[config.mk]
export PLATFORM = sky130hd
export DESIGN_NAME = fpu_err_gate
export DESIGN_NICKNAME = d
export VERILOG_FILES = /design/src/rtl/fpu_err_gate.sv
export SDC_FILE = /design/constraint.sdc
export NUM_CORES = 1
export LEC_CHECK = 0
export ABC_AREA = 1
export CAP_MARGIN = 20
export CELL_PAD_IN_SITES_DETAIL_PLACEMENT = 1
export CELL_PAD_IN_SITES_GLOBAL_PLACEMENT = 1
export CORE_AREA = 2 2 39 41
export CTS_CLUSTER_SIZE = 28
export DETAILED_ROUTE_END_ITERATION = 10
export DIE_AREA = 0 0 41 43
export DONT_BUFFER_PORTS = 1
export PLACE_DENSITY = 0.47
export SLEW_MARGIN = 20
export SYNTH_ARGS = -nofsm -noshare
export SYNTH_HDL_FRONTEND = slang
export SYNTH_SLANG_ARGS = --single-unit
[constraint.sdc]
create_clock -name clk -period 1.02 [get_ports clk]
set_input_delay 0.102 -clock clk [delete_from_list [all_inputs] [get_ports clk]]
set_output_delay 0.102 -clock clk [all_outputs]
set_load 0.1 [all_outputs]
[src/rtl/fpu_err_gate.sv]
module fpu_err_gate #(
  parameter int N_CLS = 16,
  parameter logic [N_CLS-1:0] CTRL_MASK = N_CLS'(16'h01FF)
) (
  input  logic             clk,
  input  logic             rst_n,
  input  logic             ne_mode,
  input  logic             ign_n,
  input  logic             dual_cfg,
  input  logic             err_sum,
  input  logic             issue,
  input  logic [N_CLS-1:0] cls,
  input  logic             intr_arr,
  output logic             proceed,
  output logic             freeze,
  output logic             frz_active
);

  logic ign_s1, ign_s2;
  logic ign_eff, is_ctrl, stall_cond, live_issue;
  logic frz_q;

  always_ff @(posedge clk or negedge rst_n) begin
    if (!rst_n) begin
      ign_s1 <= 1'b1;
      ign_s2 <= 1'b1;
    end else begin
      ign_s1 <= ign_n;
      ign_s2 <= ign_s1;
    end
  end

  assign ign_eff    = ~ign_s2 & ~dual_cfg;
  assign is_ctrl    = |(cls & CTRL_MASK);
  assign live_issue = issue & ~frz_q;
  assign stall_cond = err_sum & ~ne_mode & ~ign_eff & ~is_ctrl;

  assign freeze     = live_issue & stall_cond;
  assign proceed    = live_issue & ~stall_cond;
  assign frz_active = frz_q;

  always_ff @(posedge clk or negedge rst_n) begin
    if (!rst_n) frz_q <= 1'b0;
    else        frz_q <= freeze | (frz_q & ~intr_arr);
  end

  p_excl_r6: assert property (@(posedge clk) disable iff (!rst_n)
    !(proceed && freeze));
  p_noerr_r1: assert property (@(posedge clk) disable iff (!rst_n)
    (issue && !err_sum && !frz_active) |-> proceed);
  p_native_r2: assert property (@(posedge clk) disable iff (!rst_n)
    (issue && ne_mode && !frz_active) |-> !freeze);
  p_enter_r7: assert property (@(posedge clk) disable iff (!rst_n)
    freeze |=> frz_active);
  p_hold_r7: assert property (@(posedge clk) disable iff (!rst_n)
    (frz_active && !intr_arr) |=> frz_active);
  p_release_r7: assert property (@(posedge clk) disable iff (!rst_n)
    (frz_active && intr_arr) |=> !frz_active);
  p_frozen_r8: assert property (@(posedge clk) disable iff (!rst_n)
    frz_active |-> (!proceed && !freeze));
  p_dual_r9: assert property (@(posedge clk) disable iff (!rst_n)
    (dual_cfg && issue && !frz_active && !ne_mode && err_sum && !(|(cls & CTRL_MASK))) |-> freeze);
  p_cls_r5: assert property (@(posedge clk) disable iff (!rst_n)
    issue |-> $onehot0(cls));

endmodule

==> summary.md <==
| Metric | Value |
|---|---|
| Met1 track demand over resource | `between 5 and 6%` |
| Root Driver | `sky130_fd_sc_hd__clkbuf_4` |
| Initial standard-cell utilization of the core | `11.84%` |
| Number of synthesis warnings | `0` |
| Synth area leaders | `sky130_fd_sc_hd__dfstp_2 (32%), sky130_fd_sc_hd__dfrtp_1 (15%), sky130_fd_sc_hd__nor2_1 (14%)` |
| Time the final worst path needs with I/O delays and setup | `1.370 ns` |
| Flop and latch count out of synthesis | `3` |
| Met2 Usage GRT | `11.25%` |
| Switching Power | `88.63 uW` |
| Final weighted congestion in routability-driven placement | `between 0.5 and 0.6` |
| Count of flip-flops with a built-in enable after synthesis | `0` |
| Number of clock sinks | `3` |
| Most common cell in the netlist | `sky130_fd_sc_hd__nor2_1` |
| Fraction of the yosys area taken by sequential cells | `47.33%` |
| Final hold violations | `0` |
| Actual slew at the worst max-slew pin | `0.1384 ns` |
| Post-detailed-placement half-perimeter wirelength | `462.6 um` |
| Area added between synthesis and finish | `120.6%` |
| Required arrival time at the worst endpoint | `0.92 ns` |
| TritonCTS clock tree | `yes` |
| Width of the chip | `41 um` |
| Post-layout instance area | `~360 um^2` |
| Share of post-route cells with drive strength above 1 | `56.76%` |
| Final WL | `522 um` |
| Proportion of power drawn by the clock network | `between 50 and 60%` |
| Overall routing resource usage | `6.445%` |
| P_int | `299.0 uW` |
| Mapped Nets | `47` |
| Nets | `62` |
| Antenna-violating nets left | `0` |
| Total power density per cell area | `1072 nW/um^2` |
| Cell taking the most area after synthesis | `sky130_fd_sc_hd__dfstp_2` |
| Post-detailed-route wirelength per cell | `9.849 um` |
| Die outline height | `roughly 43 um` |
| Netlist Area Pre-Place | `163.9 um^2` |
| List of most frequent post-synthesis cells | `sky130_fd_sc_hd__nor2_1 (6), sky130_fd_sc_hd__inv_1 (5), sky130_fd_sc_hd__nand2_1 (4)` |
| Worst setup SP type | `flop` |
| Setup violators final | `3` |
| Unrepaired setup endpoints after global routing | `yes` |
| Relative slew slack | `90.74%` |
| Flop pwr share | `33.3%` |
| Drt drc | `0` |
| Clock buffers created by TritonCTS | `3` |
| Wire length of the first global-routing pass | `approximately 720 um` |
| CORE AREA | `1384 um^2` |
| CTS HTree Levels | `1` |
| Worst endpoint data arrival time | `1.27 ns` |
| Endpoint class of the critical path | `primary output` |
| Number of vias per cell after detailed routing | `a little under 4` |
| Tot Pwr | `387.6 uW` |
| Leakage | `0.0001612 uW` |
| Area occupied by multi-input gates | `93.84 um^2` |
| Most common flop cell mapped by yosys | `sky130_fd_sc_hd__dfstp_2` |
| Hold Worst Slack | `0.02549 ns` |
| Count of vias placed by the detailed router | `208` |
| Setup ws final | `-0.3498 ns` |
| TNS Setup | `-0.9214 ns` |
| Peak supply drop | `0.5243 mV` |
| Final core area utilization | `26.13%` |
| Count of standard-cell rows | `14` |
| Run status | `finished, violations left` |
| Maximum number of pins on one net before global-route repair | `4` |
| Clock transition at the registers of the reported paths | `0.03 ns` |
| Instance count of the mapped netlist | `23` |
| Number of placed I/O pins | `27` |
| Relative contribution of combinational cells to total power | `about 15%` |
| Max-slew violations | `0` |
| Share of the clock period used by the worst path | `134.3%` |
| Number of library cell types mapped by synthesis | `8` |
| GRT Max-Usage Layer | `met2` |
| GRT met3 Usage | `1.571%` |
| Total gr overflow | `0` |
| Fill cell total of the finished layout | `165` |
| Type of the worst min-delay path | `input pin to flop` |
| Number of detailed-routing iterations run before antenna repair | `2` |
| Instance area after placement | `280.3 um^2` |
| Achievable clock frequency | `730.0 MHz` |
| Clock network latency to the later pin of the worst-skew pair | `0.23 ns` |
| Max Root-Sink Buffers | `2` |
| Area share of the leading cell type in the synthesized netlist | `32.06%` |
| Number of port buffers | `0` |
| Top fanout value on the critical path | `2` |
| Die Area | `1763 um^2` |
| Layout Skew | `0.001682 ns` |
| Number of global-route vias before repair | `223` |
| Sw Share | `~23%` |
| Violations in the final reports | `setup timing` |
| Diodes inserted | `0` |
| Max capacitance violation total | `0` |
| Reg area | `81.33 um^2` |
| Initial DRC Count | `1` |
| FFs w/ async S/R, synth | `100.0%` |
| Number of antenna violations at the first check in global routing | `0` |
| Worst Setup Path Type | `flop to primary output` |
| Mean post-synth cell area | `7.126 um^2` |
==> layout by cell type, fill, tap and decap left out, drive strengths merged <==
| cell | n |
|---|---|
| nand3 | 2 |
| dfstp | 2 |
| clkbuf | 4 |
| dfrtp | 1 |
| a21boi | 1 |
| clkinvlp | 1 |
| nor2 | 8 |
| inv | 4 |
| buf | 8 |
| nand2 | 4 |
| dlygate4sd3 | 2 |
==> per-layer routing <==
metal / wire length [um] / up-vias
met5: 0 / -
met4: 11 / 0
met3: 71 / 2
met2: 281 / 21
met1: 157 / 90
li1: - / 95
==> stage by stage <==
stage,setup slack [ns],instances
after floorplan,-0.4227,23
after global placement,-0.1723,45
after detailed placement,-0.1940,45
after CTS,-0.3788,52
after global routing,-0.4124,53
final,-0.3498,53
==> cell families (layout without fill, tap and decap cells) <==
group                  Yosys count  in the layout  synth area share (%)
AND/OR/NAND/NOR                 14             14                 36.64
flip-flops                       3              3                 47.33
buffers and inverters            5             19                 11.45
AO/OA/AOI/OAI                    1              1                 4.582
==> state kept, by name (all words and copies together), names as in the netlist <==
signal and flops:
ign_s1 1, ign_s2 1, frz_active 1
==> critical path: stages, from the launching register on <==
cell                         delay, ns
sky130_fd_sc_hd__dfstp_2          0.52
sky130_fd_sc_hd__nor2_2           0.04
sky130_fd_sc_hd__nor2_2           0.11
sky130_fd_sc_hd__nand3_2          0.11
sky130_fd_sc_hd__clkinvlp_4       0.10
sky130_fd_sc_hd__buf_12           0.16
==> power by group through the flow <==
| stage | sequential [uW] | combinational (uW) | clock, uW |
|---|---|---|---|
| finish | 129 | 57.9 | 201 |
| global route | 129 | 62.0 | 219 |
| CTS | 129 | 58.7 | 210 |
| detailed placement | 130 | 50.1 | 0 |
| global placement | 130 | 47.5 | 0 |
| floorplan | 129 | 35.0 | 0 |
==> worst paths after layout <==
check	start	to	slack (ns)	depth (start not counted)
setup / recovery	ign_s2	freeze	-0.35	5
hold / removal	intr_arr	frz_active	0.03	3
setup reg to reg	ign_s2	frz_active	-0.25	7
hold reg to reg	ign_s1	ign_s2	0.35	0
max in group asynchronous	rst_n	ign_s1	0.68	1
min in group asynchronous	rst_n	frz_active	0.13	1
==> repair_timing <==
action / CTS / global route
pin swaps: 2 / 1
setup buffers: 1 / 1
hold endpoints to repair: 4 / 0
endpoints found under the setup margin: 4 / 4
hold buffers: 2 / 0
resized for setup: 2 / 3
==> cell type report <==
class / count / share of cell area, %
multi-input combinational: 15 / 25.95
timing repair buffer: 10 / 32.53
clock buffer: 4 / 7.266
inverter: 5 / 6.228
sequential: 3 / 22.49
tap: 16 / 5.536
Note: power is estimated with default switching activity, not from simulation.
